**src/rtl/rlu_pkg.sv**
```systemverilog
package rlu_pkg;
   typedef enum logic [2:0] {
      OP_FILL   = 3'd0,
      OP_CLEAR  = 3'd1,
      OP_OR     = 3'd2,
      OP_AND    = 3'd3,
      OP_XOR    = 3'd4,
      OP_INVERT = 3'd5,
      OP_TILE   = 3'd6,
      OP_CMP    = 3'd7
   } rlu_op_e;

   typedef enum logic [1:0] {
      SQ_IDLE  = 2'd0,
      SQ_READ  = 2'd1,
      SQ_WRITE = 2'd2
   } seq_state_e;

   localparam int CMD_RUN_BIT      = 7;
   localparam int CMD_GATE_BIT     = 6;
   localparam int CMD_GATE_INV_BIT = 5;
   localparam int PLANE_W          = 2;
   localparam int MAX_PLANES       = 4;

   localparam logic [2:0] RA_CMD   = 3'd0;
   localparam logic [2:0] RA_COLOR = 3'd1;
   localparam logic [2:0] RA_MASK  = 3'd2;
   localparam logic [2:0] RA_SKIP  = 3'd3;
   localparam logic [2:0] RA_TILE0 = 3'd4;
endpackage

```
**src/rtl/rlu_regs.sv**
```systemverilog
module rlu_regs
   import rlu_pkg::*;
#(
   parameter int DATA_W     = 8,
   parameter int NUM_PLANES = 4
) (
   input  logic                             clk,
   input  logic                             rst_n,
   input  logic                             wr_en,
   input  logic [2:0]                       addr,
   input  logic [DATA_W-1:0]                wdata,
   output logic [DATA_W-1:0]                rdata,
   output logic [7:0]                       cmd_q,
   output logic [7:0]                       color_q,
   output logic [DATA_W-1:0]                mask_q,
   output logic [7:0]                       skip_q,
   output logic [NUM_PLANES-1:0][DATA_W-1:0] tile_q
);
   localparam int PAD_W = DATA_W - 8;

   always_ff @(posedge clk or negedge rst_n) begin
      if (!rst_n) begin
         cmd_q   <= '0;
         color_q <= '0;
         mask_q  <= '0;
         skip_q  <= '0;
      end else if (wr_en) begin
         case (addr)
            RA_CMD:   cmd_q   <= wdata[7:0];
            RA_COLOR: color_q <= wdata[7:0];
            RA_MASK:  mask_q  <= wdata;
            RA_SKIP:  skip_q  <= wdata[7:0];
            default:  ;
         endcase
      end
   end

   for (genvar p = 0; p < NUM_PLANES; p++) begin : g_tile
      always_ff @(posedge clk or negedge rst_n) begin
         if (!rst_n)
            tile_q[p] <= '0;
         else if (wr_en && addr == RA_TILE0 + 3'(p))
            tile_q[p] <= wdata;
      end
   end

   always_comb begin
      rdata = '0;
      case (addr)
         RA_CMD:   rdata = {{PAD_W{1'b0}}, cmd_q};
         RA_COLOR: rdata = {{PAD_W{1'b0}}, color_q};
         RA_MASK:  rdata = mask_q;
         RA_SKIP:  rdata = {{PAD_W{1'b0}}, skip_q};
         default: begin
            for (int p = 0; p < NUM_PLANES; p++)
               if (addr == RA_TILE0 + 3'(p)) rdata = tile_q[p];
         end
      endcase
   end
endmodule

```
**src/rtl/rlu_pixel_alu.sv**
```systemverilog
module rlu_pixel_alu
   import rlu_pkg::*;
#(
   parameter int DATA_W = 8
) (
   input  rlu_op_e            op,
   input  logic               color_bit,
   input  logic [DATA_W-1:0]  old_data,
   input  logic [DATA_W-1:0]  tile_data,
   input  logic [DATA_W-1:0]  mask,
   input  logic               gate_en,
   input  logic               gate_inv,
   input  logic [DATA_W-1:0]  status,
   output logic [DATA_W-1:0]  result
);
   localparam logic [DATA_W-1:0] ONES = '1;

   logic [DATA_W-1:0] new_data;
   logic [DATA_W-1:0] merged;
   logic [DATA_W-1:0] sel;

   always_comb begin
      unique case (op)
         OP_FILL:   new_data = color_bit ? ONES : '0;
         OP_CLEAR:  new_data = '0;
         OP_OR:     new_data = color_bit ? ONES : old_data;
         OP_AND:    new_data = color_bit ? old_data : '0;
         OP_XOR:    new_data = color_bit ? ~old_data : old_data;
         OP_INVERT: new_data = ~old_data;
         OP_TILE:   new_data = tile_data;
         default:   new_data = old_data;
      endcase
   end

   assign merged = (old_data & mask) | (new_data & ~mask);
   assign sel    = gate_inv ? ~status : status;
   assign result = gate_en ? ((old_data & ~sel) | (merged & sel)) : merged;
endmodule

```
**src/rtl/rlu_plane_seq.sv**
```systemverilog
module rlu_plane_seq
   import rlu_pkg::*;
#(
   parameter int NUM_PLANES = 4,
   parameter int ADDR_W     = 14
) (
   input  logic                  clk,
   input  logic                  rst_n,
   input  logic                  start,
   input  logic [ADDR_W-1:0]     addr_in,
   input  logic                  run_en,
   input  logic [NUM_PLANES-1:0] plane_en,
   output logic                  busy,
   output logic                  acc_req,
   output logic                  acc_we,
   output logic [PLANE_W-1:0]    acc_plane,
   output logic [ADDR_W-1:0]     acc_addr
);
   seq_state_e            state_q;
   logic [NUM_PLANES-1:0] pend_q;
   logic [NUM_PLANES-1:0] pend_rem;
   logic [PLANE_W-1:0]    cur_q;
   logic [ADDR_W-1:0]     addr_q;
   logic                  launch;

   function automatic logic [PLANE_W-1:0] lowest(input logic [NUM_PLANES-1:0] v);
      logic [PLANE_W-1:0] idx;
      idx = '0;
      for (int i = NUM_PLANES - 1; i >= 0; i--)
         if (v[i]) idx = PLANE_W'(i);
      return idx;
   endfunction

   assign launch = (state_q == SQ_IDLE) && start && run_en && (|plane_en);

   always_comb begin
      pend_rem = pend_q;
      for (int p = 0; p < NUM_PLANES; p++)
         if (cur_q == PLANE_W'(p)) pend_rem[p] = 1'b0;
   end

   always_ff @(posedge clk or negedge rst_n) begin
      if (!rst_n) begin
         state_q <= SQ_IDLE;
         pend_q  <= '0;
         cur_q   <= '0;
         addr_q  <= '0;
      end else begin
         unique case (state_q)
            SQ_IDLE: if (launch) begin
               pend_q  <= plane_en;
               cur_q   <= lowest(plane_en);
               addr_q  <= addr_in;
               state_q <= SQ_READ;
            end
            SQ_READ: state_q <= SQ_WRITE;
            SQ_WRITE: begin
               pend_q <= pend_rem;
               if (|pend_rem) begin
                  cur_q   <= lowest(pend_rem);
                  state_q <= SQ_READ;
               end else begin
                  state_q <= SQ_IDLE;
               end
            end
            default: state_q <= SQ_IDLE;
         endcase
      end
   end

   assign busy      = (state_q != SQ_IDLE);
   assign acc_req   = busy;
   assign acc_we    = (state_q == SQ_WRITE);
   assign acc_plane = cur_q;
   assign acc_addr  = addr_q;

   // each read is followed by a write to the same plane and address
   a_r3_write_after_read: assert property (@(posedge clk) disable iff (!rst_n)
      (acc_req && !acc_we) |=> (acc_req && acc_we && acc_plane == $past(acc_plane)
                                && acc_addr == $past(acc_addr)));

   // planes are visited in strictly ascending order
   a_r3_ascending: assert property (@(posedge clk) disable iff (!rst_n)
      (acc_req && acc_we) |=> (!acc_req || acc_plane > $past(acc_plane)));

   // a start pulse without the run bit leaves the sequencer idle
   a_r2_no_run_idle: assert property (@(posedge clk) disable iff (!rst_n)
      (!busy && start && !run_en) |=> !busy);

   // a start pulse with no enabled plane leaves the sequencer idle
   a_r13_no_plane_idle: assert property (@(posedge clk) disable iff (!rst_n)
      (!busy && start && plane_en == '0) |=> !busy);
endmodule

```
**src/rtl/raster_logic_unit.sv**
```systemverilog
module raster_logic_unit
   import rlu_pkg::*;
#(
   parameter int ADDR_W     = 14,
   parameter int DATA_W     = 8,
   parameter int NUM_PLANES = 4,
   parameter int MP_W       = 3
) (
   input  logic              clk,
   input  logic              rst_n,
   input  logic              reg_we,
   input  logic [2:0]        reg_addr,
   input  logic [DATA_W-1:0] reg_wdata,
   output logic [DATA_W-1:0] reg_rdata,
   input  logic              op_start,
   input  logic [ADDR_W-1:0] op_addr,
   input  logic [2:0]        plane_count,
   input  logic [MP_W-1:0]   multi_page,
   input  logic [DATA_W-1:0] cmp_status,
   output logic              busy,
   output logic              mem_req,
   output logic              mem_we,
   output logic [1:0]        mem_plane,
   output logic [ADDR_W-1:0] mem_addr,
   output logic [DATA_W-1:0] mem_wdata,
   input  logic [DATA_W-1:0] mem_rdata
);
   if (NUM_PLANES < 1 || NUM_PLANES > MAX_PLANES) begin : g_bad_planes
      $error("raster_logic_unit: NUM_PLANES must be 1..4");
   end
   if (DATA_W < 8) begin : g_bad_width
      $error("raster_logic_unit: DATA_W must be at least 8");
   end
   if (MP_W > NUM_PLANES) begin : g_bad_mp
      $error("raster_logic_unit: MP_W must not exceed NUM_PLANES");
   end

   logic [7:0]                       cmd_q;
   logic [7:0]                       color_q;
   logic [DATA_W-1:0]                mask_q;
   logic [7:0]                       skip_q;
   logic [NUM_PLANES-1:0][DATA_W-1:0] tile_q;
   logic [2:0]                       eff_cnt;
   logic [NUM_PLANES-1:0]            plane_en;
   logic                             run_en;
   logic [DATA_W-1:0]                tile_sel;
   rlu_op_e                          op;

   rlu_regs #(.DATA_W(DATA_W), .NUM_PLANES(NUM_PLANES)) u_regs (
      .clk     (clk),
      .rst_n   (rst_n),
      .wr_en   (reg_we),
      .addr    (reg_addr),
      .wdata   (reg_wdata),
      .rdata   (reg_rdata),
      .cmd_q   (cmd_q),
      .color_q (color_q),
      .mask_q  (mask_q),
      .skip_q  (skip_q),
      .tile_q  (tile_q)
   );

   assign op      = rlu_op_e'(cmd_q[2:0]);
   assign run_en  = cmd_q[CMD_RUN_BIT] && (op != OP_CMP);
   assign eff_cnt = (plane_count > 3'(NUM_PLANES)) ? 3'(NUM_PLANES) : plane_count;

   for (genvar p = 0; p < NUM_PLANES; p++) begin : g_en
      if (p < MP_W) begin : g_mp
         assign plane_en[p] = (3'(p) < eff_cnt) && !skip_q[p] && !multi_page[p];
      end else begin : g_nomp
         assign plane_en[p] = (3'(p) < eff_cnt) && !skip_q[p];
      end
   end

   rlu_plane_seq #(.NUM_PLANES(NUM_PLANES), .ADDR_W(ADDR_W)) u_seq (
      .clk       (clk),
      .rst_n     (rst_n),
      .start     (op_start),
      .addr_in   (op_addr),
      .run_en    (run_en),
      .plane_en  (plane_en),
      .busy      (busy),
      .acc_req   (mem_req),
      .acc_we    (mem_we),
      .acc_plane (mem_plane),
      .acc_addr  (mem_addr)
   );

   always_comb begin
      tile_sel = '0;
      for (int p = 0; p < NUM_PLANES; p++)
         if (mem_plane == 2'(p)) tile_sel = tile_q[p];
   end

   rlu_pixel_alu #(.DATA_W(DATA_W)) u_alu (
      .op        (op),
      .color_bit (color_q[mem_plane]),
      .old_data  (mem_rdata),
      .tile_data (tile_sel),
      .mask      (mask_q),
      .gate_en   (cmd_q[CMD_GATE_BIT]),
      .gate_inv  (cmd_q[CMD_GATE_INV_BIT]),
      .status    (cmp_status),
      .result    (mem_wdata)
   );

   // without gating, masked pixels are written back unchanged
   a_r6_mask_keeps_old: assert property (@(posedge clk) disable iff (!rst_n)
      (mem_req && mem_we && !cmd_q[CMD_GATE_BIT]) |-> (((mem_wdata ^ mem_rdata) & mask_q) == '0));

   // with gating, pixels outside the selected status sense keep old data
   a_r12_gate_keeps_old: assert property (@(posedge clk) disable iff (!rst_n)
      (mem_req && mem_we && cmd_q[CMD_GATE_BIT]) |->
      (((mem_wdata ^ mem_rdata) & (cmd_q[CMD_GATE_INV_BIT] ? cmp_status : ~cmp_status)) == '0));

   // a skipped plane is never accessed
   a_r5_skip_untouched: assert property (@(posedge clk) disable iff (!rst_n)
      mem_req |-> !skip_q[mem_plane]);

   // accesses stay below the effective plane count
   a_r4_within_count: assert property (@(posedge clk) disable iff (!rst_n)
      mem_req |-> (3'(mem_plane) < eff_cnt));

   // the compare code starts no job
   a_r11_compare_idle: assert property (@(posedge clk) disable iff (!rst_n)
      (!busy && op_start && op == OP_CMP) |=> !busy);
endmodule

```
**config.mk**
```make
export PLATFORM = sky130hd
export DESIGN_NAME = raster_logic_unit
export DESIGN_NICKNAME = d
export VERILOG_FILES = /design/src/rtl/rlu_pkg.sv /design/src/rtl/rlu_regs.sv /design/src/rtl/rlu_pixel_alu.sv /design/src/rtl/rlu_plane_seq.sv /design/src/rtl/raster_logic_unit.sv
export SDC_FILE = /design/constraint.sdc
export NUM_CORES = 1
export LEC_CHECK = 0
export ABC_AREA = 1
export BUFFER_PORTS_ARGS = -buffer_cell sky130_fd_sc_hd__buf_4
export CAP_MARGIN = 15
export CELL_PAD_IN_SITES_DETAIL_PLACEMENT = 1
export CELL_PAD_IN_SITES_GLOBAL_PLACEMENT = 2
export CORE_MARGIN = 2
export CORE_UTILIZATION = 32
export DETAILED_ROUTE_END_ITERATION = 12
export PLACE_DENSITY = 0.78
export SLEW_MARGIN = 10
export SYNTH_ARGS = -nofsm -noshare
export SYNTH_HDL_FRONTEND = slang
export SYNTH_SLANG_ARGS = --single-unit
```
**constraint.sdc**
```tcl
create_clock -name clk -period 2.3 [get_ports clk]
set_input_delay 0.115 -clock clk [delete_from_list [all_inputs] [get_ports clk]]
set_output_delay 0.115 -clock clk [all_outputs]
set_load 0.02 [all_outputs]
```
==> results of run 1 <==
[final cells by class]
cell class | count | area (sq um) | share of cell area
multi-input cells | 540 | 2700 | 0.413
flip-flops and latches | 86 | 2150 | 0.330
clock inverters | 6 | 61.3 | 0.00938
well taps | 216 | 270 | 0.0414
inverters | 82 | 315 | 0.0483
repair buffers | 104 | 807 | 0.124
clock buffers | 10 | 229 | 0.0350
[stage by stage]
step           hold WS [ps]  TNS (ps)  area (sq um)  power [mW]   util
5_1_grt                26.3      -415          6530        7.08  0.410
3_5_place_dp            191         0          6090        5.02  0.382
4_1_cts                17.1         0          6390        6.51  0.401
3_3_place_gp            180         0          6090        4.91  0.382
6_report               25.2         0          6530        6.57  0.410
2_1_floorplan          -181         0          5220        3.85      -
[power by group]
group	internal (mW)	switching [mW]
Combinational	1.11	1.80
Clock	0.841	0.618
Sequential	1.90	0.297
Total	3.86	2.71
[worst reg2reg max path: cells and delay by family, from the launching register on]
| family | cells | cell delay, ps |
|---|---|---|
| and+or+nand+nor | 6 | 730 |
| AOI/OAI and AO/OA | 1 | 180 |
| buffers and inverters | 2 | 330 |
| DFF | 1 | 430 |
[flip-flops by register name, summed over array words and instances (netlist names)]
register	flops
u_seq.state_q	2
u_seq.acc_plane	2
u_regs.mask_q	8
u_regs.tile_q	32
u_regs.color_q	8
u_seq.pend_q	4
u_seq.acc_addr	14
u_regs.cmd_q	8
u_regs.skip_q	8
[layout by cell type, fill, tap and decap left out, types with 2 or more instances in the layout]
cell type,netlist,layout
o21ai_0,85,85
nand2_4,3,4
ha_4,0,6
o21ai_1,11,11
dfrtp_1,86,84
nand2_1,230,225
clkinv_1,3,3
dfrtp_2,0,2
buf_4,3,100
clkinv_2,0,3
nor2_2,2,3
a21oi_1,23,22
inv_1,75,73
ha_2,0,3
nand3_1,63,63
or2_2,5,5
nor2_4,3,3
nand2_2,1,5
nor2_1,65,64
o21ai_2,12,12
clkbuf_16,0,9
ha_1,16,7
nand4_1,8,8
nand3b_1,2,2
o22ai_1,6,6
inv_2,4,5
[cells by family after synthesis]
group | Yosys count
flops | 86
simple gates | 386
fa+ha+maj | 16
xor+xnor | 1
compound gates | 137
buf+inv | 106
[worst max path at each step]
stage | startpoint | endpoint | slack (ps) | cells after the start
4_1_cts | u_seq.acc_plane[0]$_DFFE_PN0P_ | mem_wdata[6] | 10 | 14
3_3_place_gp | u_seq.acc_plane[0]$_DFFE_PN0P_ | mem_wdata[2] | 340 | 14
6_report | u_seq.acc_plane[0]$_DFFE_PN0P_ | mem_wdata[0] | 100 | 14
3_5_place_dp | u_seq.acc_plane[0]$_DFFE_PN0P_ | mem_wdata[3] | 250 | 14
5_1_grt | u_seq.acc_plane[0]$_DFFE_PN0P_ | mem_wdata[1] | -70 | 14
2_1_floorplan | u_seq.acc_plane[0]$_DFFE_PN0P_ | mem_wdata[4] | 30 | 14
[what timing repair did]
item                                    4_1_cts  5_1_grt
endpoints found under the setup margin        8        8
hold endpoints to repair                     46        0
hold buffers                                  1        0
gates resized for setup                       1       27
setup buffers                                 0        2
pin swaps                                     0       17
[per-layer routing]
layer / part of all wire / global-route usage / vias up / routed length [um]
li1: - / - / 2526 / -
met1: 0.46 / 0.278 / 2479 / 8260
met2: 0.49 / 0.366 / 88 / 8700
met3: 0.037 / 0.0427 / 12 / 666
met4: 0.0097 / 0.0386 / 0 / 172
met5: 0 / 0 / - / 0
==> impl_metrics.json, run 1 <==
{
  "rr_endpoint": "u_seq.acc_plane[0]$_DFFE_PN0P_",
  "leakagePower_nw": 3.41,
  "die_area_sq_mm": 0.0174,
  "layout-drive-gt1-share": 0.205,
  "setup_viol": 0,
  "synth_compound_area_frac": 0.141,
  "crit_path_start_kind": "flip-flop",
  "h-tree-depth": 3,
  "yosysMostFrequentCell": "nand2_1",
  "synthesis.area_sq_mm": 0.00522,
  "cts_root_buffer": "clkbuf_16",
  "crit_chain": "inv_2, nand2_1, nand2_1, nand2_2, nand2_4, inv_8, ha_1, nand3_1, nand2_1, nor2_1, nand3_1, nor2_1, nor2_1, buf_4",
  "end_kind": "output pin",
  "nets": 890,
  "maxSlewViolCount": 0,
  "clock_skew_ps": 7.85,
  "core_sq_mm": 0.0159,
  "layout_min_cycle_time_ps": 2200,
  "grt_antenna_before_repair": 0,
  "clock_latency_ps": 340,
  "grt_max_degree": 48,
  "synth.area.mux_share": 0,
  "overflow": 0,
  "cts_tree": "done",
  "place_inst": 1025,
  "final_cells": 1044,
  "yosys.area_share.simple": 0.315,
  "die_w_um": 132,
  "crit_arrival_ps": 2090,
  "wl_per_cell_um": 17.0,
  "netlist.top_cell.by_area": "dfrtp_1",
  "synthAdderAreaFrac": 0.0383,
  "max_stage_delay_ps": 430,
  "async_flop_share": 1.00,
  "synthFlopType": "dfrtp_1",
  "vias": 5105,
  "rsz0062_at_grt": "true",
  "path_buf_inv": 3,
  "syn2layout_area_growth_pct": 25.1,
  "path_delay_family": "simple AND/OR/NAND/NOR gates",
  "routed_via_density": 4.89,
  "grt_pass1_wl_um": 29000,
  "drc": 0,
  "rr_worst_depth": 9,
  "ys_types": 31,
  "post-route-period-util": 0.957,
  "fillers": 2039,
  "clk_path_buf_depth": 2,
  "totalWireLength_um": 17800,
  "pre_cts_ws_ps": 246,
  "hold_violations": 0,
  "ys_ff_latch": 86,
  "hpwl_um": 13600,
  "synthTopCellsByCount": "nand2_1 (230), dfrtp_1 (86), o21ai_0 (85)",
  "gp_congestion": 0.868,
  "timing.reg2reg.setup_slack_ps": 520,
  "worst_slew_pin_slew_ps": 649,
  "ys_seq_area_frac": 0.412,
  "numCtsBuffers": 9,
  "die_h_um": 132,
  "synth_top_area_frac": 0.412,
  "irDropWorstVdd_uv": 547,
  "synth_top_family_by_area": "simple AND/OR/NAND/NOR gates",
  "layout_setup_ws_ps": 98.5,
  "path_clk_slew_ps": 70,
  "outcome": "completed",
  "syn-instance-count": 732,
  "power_density_mw_per_mm2": 1010,
  "regToRegStartpoint": "u_seq.acc_plane[0]$_DFFE_PN0P_",
  "pin_count": 86,
  "hold_class": "in -> reg",
  "synth_edf_count": 0,
  "slew_headroom": 0.567,
  "crit_fanout": 8,
  "track_usage": 0.212,
  "syn_avg_cell_area_sq_um": 7.13,
  "yosysWarnings": 0,
  "first_global_vias": 5345,
  "dr.first_iter.drc_count": 285,
  "synth-xor-area-share": 0.00168,
  "slowest_stage": "dfrtp_1",
  "ant_nets": 0,
  "worstSetupPathType": "reg -> out",
  "min_to": "u_seq.acc_addr[5]$_DFFE_PN0P_",
  "drtPass1Iterations": 4,
  "fmax_ghz": 0.454,
  "min_path_cells": 3,
  "required_ps": 2180,
  "yosys-top-cells-area": "dfrtp_1 (41%), nand2_1 (17%), o21ai_0 (8.1%), nand3_1 (6.0%), inv_1 (5.4%)",
  "io_buffer_count": 85,
  "num_antenna_cells": 0,
  "max_cap_violations": 0,
  "row_count": 46,
  "cts_sinks": 86,
  "initial_utilization": 0.328,
  "postSynthNetCount": 799,
  "min_from": "op_addr[5]"
}
(Power assumes the default switching activity.)
==> inputs of run 2 (changes only) <==
--- a/config.mk
+++ b/config.mk
@@ -11,9 +11,10 @@
 export CELL_PAD_IN_SITES_DETAIL_PLACEMENT = 1
 export CELL_PAD_IN_SITES_GLOBAL_PLACEMENT = 2
 export CORE_MARGIN = 2
-export CORE_UTILIZATION = 32
+export CORE_UTILIZATION = 35
+export CTS_BUF_LIST = sky130_fd_sc_hd__clkbuf_4
 export DETAILED_ROUTE_END_ITERATION = 12
-export PLACE_DENSITY = 0.78
+export PLACE_DENSITY = 0.84
 export SLEW_MARGIN = 10
 export SYNTH_ARGS = -nofsm -noshare
 export SYNTH_HDL_FRONTEND = slang
==> constraint.sdc (replaced) <==
create_clock -name clk -period 2.6 [get_ports clk]
set_input_delay 0.13 -clock clk [delete_from_list [all_inputs] [get_ports clk]]
set_output_delay 0.13 -clock clk [all_outputs]
set_load 0.02 [all_outputs]
==> run 2 against run 1 <==
  * Flip-flop and latch count unchanged
  * Sequential power decreased by 11%
  * Final cell count fell by 2.1%
  * Largest power group unchanged
  * Critical path type unchanged
==> impl_metrics.json, run 2 (synthesis results as in run 1) <==
{
  "layout_min_cycle_time_ps": 2490,
  "row_count": 44,
  "num_antenna_cells": 0,
  "grt_max_degree": 52,
  "fin_util": 0.446,
  "die_h_um": 126,
  "worst_slew_pin_slew_ps": 600,
  "vias": 5209,
  "routed_via_density": 5.10,
  "h-tree-depth": 3,
  "fillers": 1863,
  "maxSlewViolCount": 0,
  "gp_congestion": 0.871,
  "core_sq_mm": 0.0145,
  "dr.first_iter.drc_count": 271,
  "crit_chain": "inv_2, nand2_1, nand2_1, nand2_2, nand2_4, inv_8, ha_4, nand3_1, nand2_1, nor2_1, nand3_1, nor2_1, nor2_1, buf_4",
  "max_stage_delay_ps": 500,
  "crit_path_start_kind": "flip-flop",
  "syn2layout_area_growth_pct": 24.1,
  "post-route-period-util": 0.957,
  "die_area_sq_mm": 0.0159,
  "slew_headroom": 0.599,
  "crit_fanout": 8,
  "cp-startpoint": "u_seq.acc_plane[0]$_DFFE_PN0P_",
  "path_clk_slew_ps": 150,
  "hold_violations": 0,
  "largest_reg_flops": 32,
  "pin_count": 86,
  "drc": 0,
  "min_from": "plane_count[2]",
  "clock_skew_ps": 23.9,
  "end_kind": "output pin",
  "pre_cts_ws_ps": 333,
  "cts_tree": "done",
  "crit_arrival_ps": 2360,
  "final_common_cell": "nand2_1",
  "place_inst": 987,
  "regToRegStartpoint": "u_regs.cmd_q[2]$_DFFE_PN0P_",
  "power_density_mw_per_mm2": 839,
  "wl_per_cell_um": 17.7,
  "path_buf_inv": 3,
  "fin_area_sq_mm": 0.00648,
  "irDropWorstVdd_uv": 409,
  "grt_pass1_wl_um": 28600,
  "first_global_vias": 5292,
  "worstSetupPathType": "reg -> out",
  "dpl-instance-area_sq_mm": 0.00601,
  "die_w_um": 126,
  "path_delay_family": "simple AND/OR/NAND/NOR gates",
  "leakagePower_nw": 3.39,
  "clk_path_buf_depth": 2,
  "nets": 900,
  "fmax_ghz": 0.402,
  "hpwl_um": 13200,
  "clock_latency_ps": 490,
  "layout-drive-gt1-share": 0.197,
  "ant_nets": 0,
  "largest_register": "u_regs.tile_q",
  "setup_viol": 0,
  "final_cells": 1022,
  "grt_antenna_before_repair": 0,
  "max_cap_violations": 0,
  "track_usage": 0.230,
  "required_ps": 2470,
  "overflow": 0,
  "totalWireLength_um": 18100,
  "final_cell_mix": "nand2_1 (225), buf_4 (97), o21ai_0 (85)",
  "layout_setup_ws_ps": 111,
  "rsz0062_at_grt": "true",
  "initial_utilization": 0.359,
  "numCtsBuffers": 9,
  "hold_class": "in -> reg",
  "cts_root_buffer": "clkbuf_4",
  "slowest_stage": "dfrtp_2",
  "io_buffer_count": 85,
  "hold_slack_ps": 69.8,
  "cts_sinks": 86,
  "outcome": "completed",
  "drtPass1Iterations": 4
}
==> run 2: report_power, final <==
part | switching (mW) | total [mW] | internal, mW
Clock | 0.481 | 0.900 | 0.420
Sequential | 0.281 | 1.96 | 1.68
Combinational | 1.60 | 2.58 | 0.980
==> run 2: worst paths after layout <==
check                                                 to  slack (ps)  cells after the start
max reg2reg                u_seq.acc_addr[4]$_DFFE_PN0P_         620                      6
min                          u_seq.pend_q[3]$_DFFE_PN0P_          70                      5
min in group asynchronous    u_seq.pend_q[2]$_DFFE_PN0P_         120                      2
min reg2reg                 u_seq.state_q[1]$_DFFE_PN0P_         470                      1
max                                         mem_wdata[4]         110                     14
max in group asynchronous    u_regs.cmd_q[0]$_DFFE_PN0P_        1790                      3
==> run 2: what timing repair did <==
item / CTS / global route
buffers inserted: 0 / 4
resized for setup: 4 / 20
hold endpoints to repair: 49 / 0
pin swaps: 0 / 17
endpoints found under the setup margin: 8 / 8
hold buffers: 15 / 0
==> run 2: stage by stage <==
| step | total power [mW] | TNS (ps) |
|---|---|---|
| 4_1_cts | 5.33 | 0 |
| 3_5_place_dp | 4.40 | 0 |
| 3_3_place_gp | 4.30 | 0 |
| 6_report | 5.44 | 0 |
| 5_1_grt | 5.86 | -63.2 |
| 2_1_floorplan | 3.40 | 0 |
==> run 2: worst min-delay path: cells and delay by family <==
kind	cells	cell delay (ps)
AO/OA/AOI/OAI	1	90
AND/OR/NAND/NOR	3	220
buffers and inverters	1	100
==> run 2: cell type report <==
cell class              count  area (sq um)  share of cell area
clock inverters             4          71.3              0.0110
multi-input cells         540          2710               0.418
inverters                  82           315              0.0486
flip-flops and latches     86          2160               0.333
clock buffers              12          90.1              0.0139
well taps                 184           230              0.0355
repair buffers            114           910               0.140
==> run 2: metal layers <==
metal | share of wire | GRT usage
met1 | 0.47 | 0.311
met2 | 0.47 | 0.379
met3 | 0.047 | 0.0455
met4 | 0.016 | 0.0627
met5 | 0 | 0
